===== config.mk =====
export PLATFORM = sky130hd
export DESIGN_NAME = mhd_response_decoder
export DESIGN_NICKNAME = d
export VERILOG_FILES = /design/src/rtl/mhd_pkg.sv /design/src/rtl/mhd_edge_sampler.sv /design/src/rtl/mhd_pair_decoder.sv /design/src/rtl/mhd_frame_assembler.sv /design/src/rtl/mhd_response_decoder.sv
export SDC_FILE = /design/constraint.sdc
export NUM_CORES = 1
export LEC_CHECK = 0
export BUFFER_PORTS_ARGS = -buffer_cell sky130_fd_sc_hd__buf_2
export CORE_MARGIN = 2
export CORE_UTILIZATION = 40
export CTS_CLUSTER_DIAMETER = 30
export DETAILED_ROUTE_END_ITERATION = 8
export GPL_ROUTABILITY_DRIVEN = 1
export HOLD_SLACK_MARGIN = 0.06
export PLACE_DENSITY_LB_ADDON = 0.2
export SLEW_MARGIN = 25
export SYNTH_ARGS = -nofsm -noshare
export SYNTH_HDL_FRONTEND = slang
export SYNTH_HIERARCHICAL = 1
export SYNTH_SLANG_ARGS = --single-unit

===== constraint.sdc =====
create_clock -name clk -period 3.64 [get_ports clk]
set_input_delay 1.092 -clock clk [delete_from_list [all_inputs] [get_ports clk]]
set_output_delay 1.092 -clock clk [all_outputs]
set_load 0.01 [all_outputs]

===== src/rtl/mhd_pkg.sv =====
// Shared types for the edge-period Manchester response decoder.
package mhd_pkg;
    // Phases of the edge sampler after a start pulse
    typedef enum logic [1:0] {
        SM_IDLE   = 2'd0,
        SM_LISTEN = 2'd1,
        SM_WAIT   = 2'd2,
        SM_RUN    = 2'd3
    } smp_state_t;
endpackage


===== src/rtl/mhd_edge_sampler.sv =====
// Edge sampler: waits the listen delay, then times carrier ticks between
// level changes and emits zero, one or two half-bit samples per edge.
// Assumes mod_in is already synchronized to clk; it is examined only on ticks.
module mhd_edge_sampler
    import mhd_pkg::*;
#(
    parameter int LISTEN_TICKS = 140,
    parameter int FIRST_TMO    = 128,
    parameter int SHORT_MAX    = 24,
    parameter int RUN_MAX      = 64,
    parameter int MAX_SAMPLES  = 149
) (
    input  logic       clk,
    input  logic       rst_n,
    input  logic       start,
    input  logic       tick,
    input  logic       mod_in,
    output logic [1:0] smp_n,
    output logic       smp_val,
    output logic       frm_end,
    output logic       frm_silent,
    output logic       frm_ovf,
    output logic       cur_lvl
);
    localparam int CW  = $clog2(LISTEN_TICKS + FIRST_TMO + RUN_MAX + 1);
    localparam int SCW = $clog2(MAX_SAMPLES + 3);
    localparam logic [CW-1:0]  LISTEN_LAST = CW'(LISTEN_TICKS - 1);
    localparam logic [CW-1:0]  FIRST_LAST  = CW'(FIRST_TMO - 1);
    localparam logic [CW-1:0]  RUN_LAST    = CW'(RUN_MAX - 1);
    localparam logic [CW:0]    SHORT_L     = (CW+1)'(SHORT_MAX);
    localparam logic [SCW-1:0] SMP_LIMIT   = SCW'(MAX_SAMPLES);

    smp_state_t     st;
    logic [CW-1:0]  cnt;
    logic [SCW-1:0] scnt;
    logic           lvl;
    logic [CW:0]    run_len;
    logic [1:0]     n_new;
    logic [SCW-1:0] scnt_next;

    // Classify the run being closed by an edge at this tick
    always_comb begin
        run_len   = {1'b0, cnt} + 1'b1;
        n_new     = (run_len <= SHORT_L) ? 2'd1 : 2'd2;
        scnt_next = scnt + SCW'(n_new);
    end

    // Listen delay, first-edge wait, run timing and frame end detection
    always_ff @(posedge clk) begin
        if (!rst_n) begin
            st         <= SM_IDLE;
            cnt        <= '0;
            scnt       <= '0;
            lvl        <= 1'b0;
            smp_n      <= 2'd0;
            smp_val    <= 1'b0;
            frm_end    <= 1'b0;
            frm_silent <= 1'b0;
            frm_ovf    <= 1'b0;
        end else begin
            smp_n      <= 2'd0;
            frm_end    <= 1'b0;
            frm_silent <= 1'b0;
            frm_ovf    <= 1'b0;
            if (start) begin
                st   <= SM_LISTEN;
                cnt  <= '0;
                scnt <= '0;
            end else if (tick) begin
                case (st)
                    SM_LISTEN: begin
                        if (cnt == LISTEN_LAST) begin
                            st  <= SM_WAIT;
                            cnt <= '0;
                            lvl <= mod_in;
                        end else begin
                            cnt <= cnt + 1'b1;
                        end
                    end
                    SM_WAIT: begin
                        if (mod_in != lvl) begin
                            smp_n   <= 2'd1;
                            smp_val <= lvl;
                            lvl     <= mod_in;
                            cnt     <= '0;
                            scnt    <= SCW'(1);
                            st      <= SM_RUN;
                        end else if (cnt == FIRST_LAST) begin
                            frm_end    <= 1'b1;
                            frm_silent <= 1'b1;
                            st         <= SM_IDLE;
                        end else begin
                            cnt <= cnt + 1'b1;
                        end
                    end
                    SM_RUN: begin
                        if (mod_in != lvl) begin
                            if (scnt_next > SMP_LIMIT) begin
                                frm_end <= 1'b1;
                                frm_ovf <= 1'b1;
                                st      <= SM_IDLE;
                            end else begin
                                smp_n   <= n_new;
                                smp_val <= lvl;
                                lvl     <= mod_in;
                                cnt     <= '0;
                                scnt    <= scnt_next;
                            end
                        end else if (cnt == RUN_LAST) begin
                            frm_end <= 1'b1;
                            st      <= SM_IDLE;
                        end else begin
                            cnt <= cnt + 1'b1;
                        end
                    end
                    default: st <= SM_IDLE;
                endcase
            end
        end
    end

    assign cur_lvl = lvl;
endmodule


===== src/rtl/mhd_pair_decoder.sv =====
// Pair decoder: joins half-bit samples two at a time into Manchester bits,
// pads an odd leftover sample with the current level at frame end.
// Assumes samples and frame end never arrive in the same cycle.
module mhd_pair_decoder (
    input  logic       clk,
    input  logic       rst_n,
    input  logic       start,
    input  logic [1:0] smp_n,
    input  logic       smp_val,
    input  logic       frm_end,
    input  logic       frm_silent,
    input  logic       frm_ovf,
    input  logic       pad_lvl,
    output logic       bit_stb,
    output logic       bit_val,
    output logic       bit_bad,
    output logic       fin,
    output logic       fin_silent,
    output logic       fin_ovf
);
    logic pend;
    logic pend_val;
    logic first;
    logic second;

    // Form a bit from the pending sample and the newest sample (or pad)
    always_comb begin
        bit_stb = 1'b0;
        first   = smp_val;
        second  = smp_val;
        if (frm_end) begin
            bit_stb = pend;
            first   = pend_val;
            second  = pad_lvl;
        end else if (smp_n == 2'd1) begin
            bit_stb = pend;
            first   = pend_val;
        end else if (smp_n == 2'd2) begin
            bit_stb = 1'b1;
            first   = pend ? pend_val : smp_val;
        end
        bit_val = first & ~second;
        bit_bad = bit_stb & (first == second);
    end

    // Track the unpaired sample and delay frame end by one cycle
    always_ff @(posedge clk) begin
        if (!rst_n) begin
            pend       <= 1'b0;
            pend_val   <= 1'b0;
            fin        <= 1'b0;
            fin_silent <= 1'b0;
            fin_ovf    <= 1'b0;
        end else begin
            fin <= 1'b0;
            if (start) begin
                pend <= 1'b0;
            end else if (frm_end) begin
                pend       <= 1'b0;
                fin        <= 1'b1;
                fin_silent <= frm_silent;
                fin_ovf    <= frm_ovf;
            end else if (smp_n == 2'd1) begin
                pend     <= ~pend;
                pend_val <= smp_val;
            end else if (smp_n == 2'd2) begin
                pend_val <= smp_val;
            end
        end
    end
endmodule


===== src/rtl/mhd_frame_assembler.sv =====
// Frame assembler: checks the header of ones, gathers payload bits (or ANDed
// bit pairs in anti-collision mode) and issues the held result flags.
// Assumes bits never arrive in the same cycle as fin.
module mhd_frame_assembler #(
    parameter int HDR_BITS = 5,
    parameter int PAY_BITS = 32
) (
    input  logic                clk,
    input  logic                rst_n,
    input  logic                start,
    input  logic                ac_mode,
    input  logic                bit_stb,
    input  logic                bit_val,
    input  logic                bit_bad,
    input  logic                fin,
    input  logic                fin_silent,
    input  logic                fin_ovf,
    output logic                resp_done,
    output logic                resp_valid,
    output logic                resp_error,
    output logic                resp_silent,
    output logic [PAY_BITS-1:0] resp_payload
);
    localparam int BW = $clog2(HDR_BITS + 2 * PAY_BITS + 1);
    localparam logic [BW-1:0] HDR_L  = BW'(HDR_BITS);
    localparam logic [BW-1:0] NEED_N = BW'(HDR_BITS + PAY_BITS);
    localparam logic [BW-1:0] NEED_A = BW'(HDR_BITS + 2 * PAY_BITS);

    logic                ac_q;
    logic [BW-1:0]       bcnt;
    logic                bad_q;
    logic                hdr_bad;
    logic                half_q;
    logic                half_v;
    logic [PAY_BITS-1:0] acc;
    logic [BW-1:0]       need;
    logic                failed;

    // Bit count needed for the captured mode and the overall fault verdict
    always_comb begin
        need   = ac_q ? NEED_A : NEED_N;
        failed = bad_q | hdr_bad | fin_ovf | (bcnt < need);
    end

    // Collect header and payload bits, publish the outcome on fin
    always_ff @(posedge clk) begin
        if (!rst_n) begin
            ac_q         <= 1'b0;
            bcnt         <= '0;
            bad_q        <= 1'b0;
            hdr_bad      <= 1'b0;
            half_q       <= 1'b0;
            half_v       <= 1'b0;
            acc          <= '0;
            resp_done    <= 1'b0;
            resp_valid   <= 1'b0;
            resp_error   <= 1'b0;
            resp_silent  <= 1'b0;
            resp_payload <= '0;
        end else begin
            resp_done <= 1'b0;
            if (start) begin
                ac_q    <= ac_mode;
                bcnt    <= '0;
                bad_q   <= 1'b0;
                hdr_bad <= 1'b0;
                half_q  <= 1'b0;
                acc     <= '0;
            end else begin
                if (bit_stb) begin
                    if (bit_bad) bad_q <= 1'b1;
                    if (bcnt < HDR_L) begin
                        if (!bit_val) hdr_bad <= 1'b1;
                    end else if (bcnt < need) begin
                        if (!ac_q) begin
                            acc <= {acc[PAY_BITS-2:0], bit_val};
                        end else if (!half_q) begin
                            half_q <= 1'b1;
                            half_v <= bit_val;
                        end else begin
                            half_q <= 1'b0;
                            acc    <= {acc[PAY_BITS-2:0], half_v & bit_val};
                        end
                    end
                    if (bcnt < NEED_A) bcnt <= bcnt + 1'b1;
                end
                if (fin) begin
                    resp_done    <= 1'b1;
                    resp_silent  <= fin_silent;
                    resp_valid   <= ~fin_silent & ~failed;
                    resp_error   <= ~fin_silent & failed;
                    resp_payload <= acc;
                end
            end
        end
    end
endmodule


===== src/rtl/mhd_response_decoder.sv =====
// Top of the response decoder: edge sampler, pair decoder and frame
// assembler in a chain. Assumes mod_in is synchronous to clk.
module mhd_response_decoder #(
    parameter int LISTEN_TICKS = 140,
    parameter int FIRST_TMO    = 128,
    parameter int SHORT_MAX    = 24,
    parameter int RUN_MAX      = 64,
    parameter int FRAME_BYTES  = 18,
    parameter int HDR_BITS     = 5,
    parameter int PAY_BITS     = 32
) (
    input  logic                clk,
    input  logic                rst_n,
    input  logic                start,
    input  logic                tick,
    input  logic                ac_mode,
    input  logic                mod_in,
    output logic                resp_done,
    output logic                resp_valid,
    output logic                resp_error,
    output logic                resp_silent,
    output logic [PAY_BITS-1:0] resp_payload
);
    localparam int MAX_SAMPLES = 8 * FRAME_BYTES + HDR_BITS;

    logic [1:0] smp_n;
    logic       smp_val;
    logic       frm_end;
    logic       frm_silent;
    logic       frm_ovf;
    logic       cur_lvl;
    logic       bit_stb;
    logic       bit_val;
    logic       bit_bad;
    logic       fin;
    logic       fin_silent;
    logic       fin_ovf;

    mhd_edge_sampler #(
        .LISTEN_TICKS(LISTEN_TICKS),
        .FIRST_TMO   (FIRST_TMO),
        .SHORT_MAX   (SHORT_MAX),
        .RUN_MAX     (RUN_MAX),
        .MAX_SAMPLES (MAX_SAMPLES)
    ) i_sampler (
        .clk(clk), .rst_n(rst_n), .start(start), .tick(tick), .mod_in(mod_in),
        .smp_n(smp_n), .smp_val(smp_val), .frm_end(frm_end),
        .frm_silent(frm_silent), .frm_ovf(frm_ovf), .cur_lvl(cur_lvl)
    );

    mhd_pair_decoder i_pairs (
        .clk(clk), .rst_n(rst_n), .start(start),
        .smp_n(smp_n), .smp_val(smp_val), .frm_end(frm_end),
        .frm_silent(frm_silent), .frm_ovf(frm_ovf), .pad_lvl(cur_lvl),
        .bit_stb(bit_stb), .bit_val(bit_val), .bit_bad(bit_bad),
        .fin(fin), .fin_silent(fin_silent), .fin_ovf(fin_ovf)
    );

    mhd_frame_assembler #(
        .HDR_BITS(HDR_BITS),
        .PAY_BITS(PAY_BITS)
    ) i_frame (
        .clk(clk), .rst_n(rst_n), .start(start), .ac_mode(ac_mode),
        .bit_stb(bit_stb), .bit_val(bit_val), .bit_bad(bit_bad),
        .fin(fin), .fin_silent(fin_silent), .fin_ovf(fin_ovf),
        .resp_done(resp_done), .resp_valid(resp_valid),
        .resp_error(resp_error), .resp_silent(resp_silent),
        .resp_payload(resp_payload)
    );
endmodule


==> results of run 1 <==
==> metal layers <==
metal / GRT usage (%) / share of wire [%] / vias up
met5: 0 / 0 / -
met4: 8.56 / 2.5 / 0
met3: 2.63 / 3.1 / 19
met2: 28.7 / 49 / 72
met1: 21.2 / 46 / 2074
li1: - / - / 2204
==> worst paths after layout <==
check	end	slack (ns)	cells past startpoint
worst max-delay path	i_sampler/st[0]	-0.05	13
worst min-delay path	i_frame/resp_payload[10]	0.45	2
worst max register to register	i_sampler/st[0]	-0.05	13
worst min register to register	i_frame/resp_payload[10]	0.45	2
==> cells in the mapped netlist, drive strengths merged (2+ instances only) <==
cell	n	area, sq um
nor2	24	92.6
nor3	12	70.1
a21oi	14	70.1
or2	2	12.5
dfxtp	111	2220
mux2i	43	430
nand4	12	75.1
o32ai	2	25.0
o22ai	2	12.5
buf	12	90.1
a31o	4	35.0
nand2b	8	50.1
a32o	5	50.1
nand3b	2	31.3
a211oi	3	27.5
and3	7	50.1
and2	8	52.6
nor2b	13	81.3
o21ai	16	80.1
a31oi	4	25.0
mux2	2	26.3
inv	17	63.8
nor4	8	65.1
a21o	2	16.3
or4	2	15.0
ha	14	175
a41oi	2	17.5
xor2	7	61.3
nand3	14	70.1
a21boi	35	267
clkbuf	26	97.6
a32oi	2	17.5
nand2	134	503
nor4b	4	35.0
o31ai	4	40.0
xnor2	4	35.0
a211o	2	17.5
or3	5	36.3
==> sequential cells by signal, summed over array words and instances, names as in the netlist, 2 cells and up <==
name / cells
i_frame/resp_payload: 32
i_frame/bcnt: 7
i_sampler/cnt: 9
i_sampler/smp_n: 2
i_sampler/st: 2
i_frame/acc: 32
i_sampler/scnt: 8
==> cell type report <==
class                   instances  area share, %
clock buffers                   9           3.58
clock inverters                 6           1.29
inverters                      17           1.01
flip-flops and latches        111           35.5
well taps                     176           3.50
repair buffers                 69           6.67
multi-input cells             441           48.5
==> critical path, cell delays in order, from the launching register on <==
cell,delay (ns)
dfxtp_4,0.36
ha_4,0.16
and3_4,0.17
a2111o_1,0.44
a211oi_4,0.25
ha_2,0.22
inv_2,0.04
fa_2,0.36
nand3b_4,0.19
mux2i_4,0.23
or3_4,0.37
o311a_4,0.39
a32o_1,0.22
a31o_1,0.18
==> per-stage QoR <==
stage / hold slack (ns) / util (%)
after floorplan: 0.431 / -
after detailed placement: 0.444 / 44.1
after global routing: 0.472 / 48.1
final: 0.452 / 48.1
after CTS: 0.455 / 47.1
after global placement: 0.442 / 44.1
==> logic make-up after synthesis <==
group,after synthesis
buffers and inverters,55
AO/OA/AOI/OAI,109
AND/OR/NAND/NOR,259
multiplexers,45
XOR/XNOR,11
flip-flops,111
adder cells (fa/ha/maj),15
==> power groups by stage <==
stage / logic (W) / clock network, W / registers [W]
after global placement: 0.0000690 / 0 / 0.00125
after global routing: 0.0000793 / 0.00110 / 0.00122
after floorplan: 0.0000436 / 0 / 0.00125
after detailed placement: 0.0000701 / 0 / 0.00125
final: 0.0000725 / 0.00102 / 0.00122
after CTS: 0.0000709 / 0.00105 / 0.00122
==> repair_timing <==
item	4_1_cts	5_1_grt
pin swaps	7	13
endpoints found under the hold margin	0	0
setup buffers	4	4
resized for setup	11	16
cloned	0	2
setup endpoints to repair	3	20
==> results_dict.tcl, run 1 <==
set metrics [dict create \
    p_int_w 0.00179 \
    fp.dieH_um 119 \
    track_usage_pct 17.1 \
    hold_path.class "flop to flop" \
    antenna_found_initial 0 \
    grt_pass1_vias 4259 \
    die_x_um 119 \
    seqCellArea_sq_um 2230 \
    synthDistinctLibCells 75 \
    failed_checks "negative setup slack" \
    initial_utilization_pct 40.6 \
    yosysSeqAreaShare_pct 41.8 \
    cap_violations 0 \
    synth_edf_count 0 \
    cts_buffer_depth 2 \
    ys_async_sr_fraction_pct 0 \
    avgSynthCellArea_sq_um 8.79 \
    p_leak_nw 2.29 \
    cts.sinks 111 \
    ys.flop_type "dfxtp_1" \
    nFillCells 1267 \
    synthXorXnorAreaFrac_pct 1.81 \
    tns_ns -0.0483 \
    post_drt_wl_per_cell_um 14.5 \
    power_density_nw_per_um2 367 \
    crit_required_ns 3.89 \
    gp_congestion 0.852 \
    drc 0 \
    grt_pass1_wl_mm 19.8 \
    synthAdderAreaFrac_pct 3.67 \
    fin_ws_ns -0.0483 \
    postPlaceCellArea_sq_um 5770 \
    tightest_slew_ns 0.690 \
    synth.net_count 626 \
    worstReg2RegStart "i_sampler/cnt[1]" \
    cp-start-kind "flop" \
    postSynthCellCount 605 \
    total_power_w 0.00231 \
    status "finished with violations" \
    synthMuxAreaShare_pct 8.59 \
    clk_latency_ns 0.35 \
    switchingPower_w 0.000520 \
    routed_wl_mm 12.0 \
    htreeDepth 3 \
    comb_power_share_pct 3.1 \
    yosys.area_share.simple_pct 24.0 \
    row_count 42 \
    n_antenna_cell 0 \
    portBuffers 41 \
    multi_input_area_sq_um 3050 \
    seqPwrFrac_pct 52.8 \
    hold_path_startpoint "i_frame/resp_payload[10]" \
    ios 42 \
    synth_area_sq_um 5320 \
    core_sq_um 13100 \
    rsz0062_at_grt "true" \
    slew_headroom_pct 54.0 \
    ant_nets 0 \
    crit_fanout 3 \
    period_minus_slack_ns 3.69 \
    grt_max_degree 42 \
    critPathLaunch "i_sampler/cnt[1]" \
    ys_warn_count 6 \
    cts.clk_slew.worst_paths_ns 0.08 \
    crit_arrival_ns 3.93 \
    peakVddDrop_uv 267 \
    critPathCaptureType "flop" \
    dr_total_vias 4369 \
    layout.cells.most_common_list "nand2_1, dfxtp_1, mux2i_1, buf_2, a21boi_0" \
    p_sw_share_pct 22.6 \
    final_cells 829 \
    die_area_sq_um 14200 \
    placed_cells 805 \
    setup_viol 1 \
    cts_made_buffers 9 \
    holdBufCountCts 0 \
    final_cell_area_sq_um 6290 \
    area_delta_synth_final_pct 18.3 \
    nNetsFinal 670 \
    skew_ns 0.00630 \
    firstDrtPassIters 5 \
    slew_violations 0 \
    viasPerCell 5.27 \
    hold_violations 0 \
    pwr-share-clk_pct 44.0 \
    tritoncts "built" \
    path_class "flop to flop" \
    ys_ff_latch 111 \
    finalCritPeriodShare_pct 101 \
    first_iter_violations 254 \
    drive_above_1_share_pct 20.4 \
    max_freq_mhz 271 \
    grt-ovfl-total 0 \
    layout.cells.most_common "nand2_1" \
    place_hpwl_mm 8.06 \
    pre_cts_slack_ns -0.0224 \
    cts_root_buffer "clkbuf_16" \
    synth-compound-area-share_pct 15.4 \
    synth_top_family_by_area "simple AND/OR/NAND/NOR gates" \
]
(Power assumes the default switching activity.)
==> run 2: changes to the inputs <==
- SYNTH_HIERARCHICAL: 1 -> not set
==> run 2 against run 1 <==
The flow now finishes without violations. Setup slack improved by 0.12 ns. Sequential power barely moved. Clock skew rose by 0.0038 ns. Flip-flop and latch count did not move. Via count fell by 2.2%. Die area fell by 5.3%. Critical endpoint is now i_sampler.scnt[1]. Highest routed layer unchanged.
==> results_dict.tcl, run 2 <==
set metrics [dict create \
    setup_viol 0 \
    finalCritPeriodShare_pct 97.9 \
    cpMostUsedCell "and3_4" \
    firstDrtPassIters 4 \
    skew_ns 0.0101 \
    row_count 40 \
    routed-wl-met3_um 403 \
    layout.cells.most_common "nand2_1" \
    postSynthCellCount 609 \
    p_leak_nw 2.13 \
    synth.net_count 630 \
    antenna_found_initial 0 \
    n_antenna_cell 0 \
    synth.most_common_cell "nand2_1" \
    utilization_pct 49.8 \
    grt_max_degree 65 \
    peakVddDrop_uv 208 \
    avgSynthCellArea_sq_um 8.25 \
    crit_family "simple AND/OR/NAND/NOR gates" \
    first_iter_violations 228 \
    crit_arrival_ns 3.83 \
    fp.dieH_um 116 \
    tritoncts "built" \
    critPathCaptureType "flop" \
    max_freq_mhz 281 \
    grt-ovfl-total 0 \
    cts.clk_slew.worst_paths_ns 0.07 \
    synth_edf_count 0 \
    slew_headroom_pct 39.5 \
    cts.sinks 111 \
    tightest_slew_ns 0.908 \
    ios 42 \
    ant_nets 0 \
    dr_total_vias 4272 \
    cts_buffer_depth 2 \
    synth_top_cells_by_count "nand2_1, dfxtp_1, o21ai_0, nand3_1, a21boi_0" \
    cap_violations 0 \
    synth.largest_area_cell "dfxtp_1" \
    initial_utilization_pct 41.3 \
    slew_violations 0 \
    hold_violations 0 \
    largest_registers "i_frame.acc (32), i_frame.resp_payload (32), i_sampler.cnt (9)" \
    dr.max_layer_used "met4" \
    crit_fanout 8 \
    rsz0062_at_grt "true" \
    core_sq_um 12200 \
    portBuffers 41 \
    netlist.area_leader.share_pct 44.2 \
    track_usage_pct 17.6 \
    grt_pass1_vias 4068 \
    nNetsFinal 671 \
    die_x_um 116 \
    ys_async_sr_fraction_pct 0 \
    drive_above_1_share_pct 18.9 \
    holdBufCountCts 0 \
    total_power_w 0.00239 \
    cpPeakStageDelay_ns 0.55 \
    ys.flop_type "dfxtp_1" \
    cts_root_buffer "clkbuf_16" \
    ys_warn_count 0 \
    place_hpwl_mm 7.44 \
    grt_pass1_wl_mm 18.9 \
    hold_path.class "flop to flop" \
    worst-path-buf-inv 1 \
    viasPerCell 5.19 \
    m1WireLength_mm 5.43 \
    period_minus_slack_ns 3.56 \
    area_delta_synth_final_pct 20.5 \
    drc 0 \
    whs_ns 0.458 \
    power_density_nw_per_um2 394 \
    synthDistinctLibCells 59 \
    cp_cell_sequence "and3_4, and3_4, nor3_2, a21o_1, and4b_2, ha_2, inv_1, fa_2, o21bai_1, and3b_2, a311oi_4, a21oi_4, or4_1, a21oi_1" \
    status "complete, no violations" \
    cts_made_buffers 9 \
    layout.cells.most_common_list "nand2_1, dfxtp_1, o21ai_0, buf_2, nand3_1" \
    path_class "flop to flop" \
    cp-start-kind "flop" \
    htreeDepth 3 \
    synth_area_leaders "dfxtp_1, nand2_1, a21boi_0" \
    post_drt_wl_per_cell_um 14.0 \
    routed_wl_mm 11.5 \
    tns_ns 0 \
    gp_congestion 0.867 \
    synth_area_sq_um 5020 \
    crit_required_ns 3.91 \
    clk_latency_ns 0.36 \
    met2_length_mm 5.55 \
    die_area_sq_um 13500 \
    ys_ff_latch 111 \
    yosysSeqAreaShare_pct 44.2 \
    cp_slowest_cell "fa_2" \
]
==> run 2: cell types whose count changed after synthesis, sizes merged, moves of 6 or more <==
| cell | previous run | this run |
|---|---|---|
| nor3 | 12 | 6 |
| nor4 | 8 | 2 |
| nand2 | 134 | 127 |
| o21ai | 16 | 49 |
| nand3 | 14 | 43 |
| nor2 | 24 | 31 |
| mux2i | 43 | 10 |
==> run 2: cell families (layout without fill, tap and decap cells) <==
family	count (synthesis)	count (layout)	share of synthesized area, %
compound gates	149	149	19.7
xor+xnor	10	10	1.74
fa+ha+maj	15	15	3.88
buf+inv	54	100	4.23
flops	111	111	44.2
mux	13	13	2.66
simple gates	257	257	23.5
==> run 2: layer usage <==
layer | track usage, % | up-vias
met5 | 0 | -
met4 | 6.59 | 0
met3 | 3.82 | 11
met2 | 29.2 | 69
met1 | 22.3 | 1993
li1 | - | 2199
==> run 2: report_power, final <==
| part | switching, W | internal (W) | total (W) |
|---|---|---|---|
| sequential | 0.00000320 | 0.00121 | 0.00122 |
| combinational | 0.0000474 | 0.0000221 | 0.0000695 |
| clock | 0.000482 | 0.000617 | 0.00110 |
==> run 2: stage by stage <==
step	instance area, sq um	std cells	setup slack, ns
after global placement	5440	799	-0.0693
after floorplan	5020	609	0.0415
after CTS	5830	819	0.00187
after global routing	6060	823	-0.0625
final	6060	823	0.0760
after detailed placement	5440	799	-0.205
==> run 2: path summary, 6_finish.rpt <==
check,from,to,slack (ns),cells past startpoint
max,i_sampler.cnt[2],i_sampler.scnt[1],0.08,14
min,i_frame.resp_payload[11],i_frame.resp_payload[11],0.46,2
max reg2reg,i_sampler.cnt[2],i_sampler.scnt[1],0.08,14
min reg2reg,i_frame.resp_payload[11],i_frame.resp_payload[11],0.46,2
==> run 2: worst reg2reg max path, cell delays in order, from the launching register on <==
cell,delay (ns)
dfxtp_4,0.37
and3_4,0.18
and3_4,0.20
nor3_2,0.15
a21o_1,0.10
and4b_2,0.26
ha_2,0.19
inv_1,0.06
fa_2,0.55
o21bai_1,0.09
and3b_2,0.24
a311oi_4,0.27
a21oi_4,0.15
or4_1,0.50
a21oi_1,0.16
==> run 2: layout make-up <==
cell class	instances	area, sq um
Clock buffer	10	229
Clock inverter	6	105
Fill cell	1170	6100
Inverter	17	63.8
Multi-Input combinational cell	444	2800
Sequential cell	111	2240
Tap cell	168	210
Timing Repair Buffer	67	415
==> run 2: repair_timing <==
item	in CTS	in global routing
gates resized for setup	13	43
pin swaps	7	13
endpoints found under the setup margin	20	25
buffers inserted	4	5
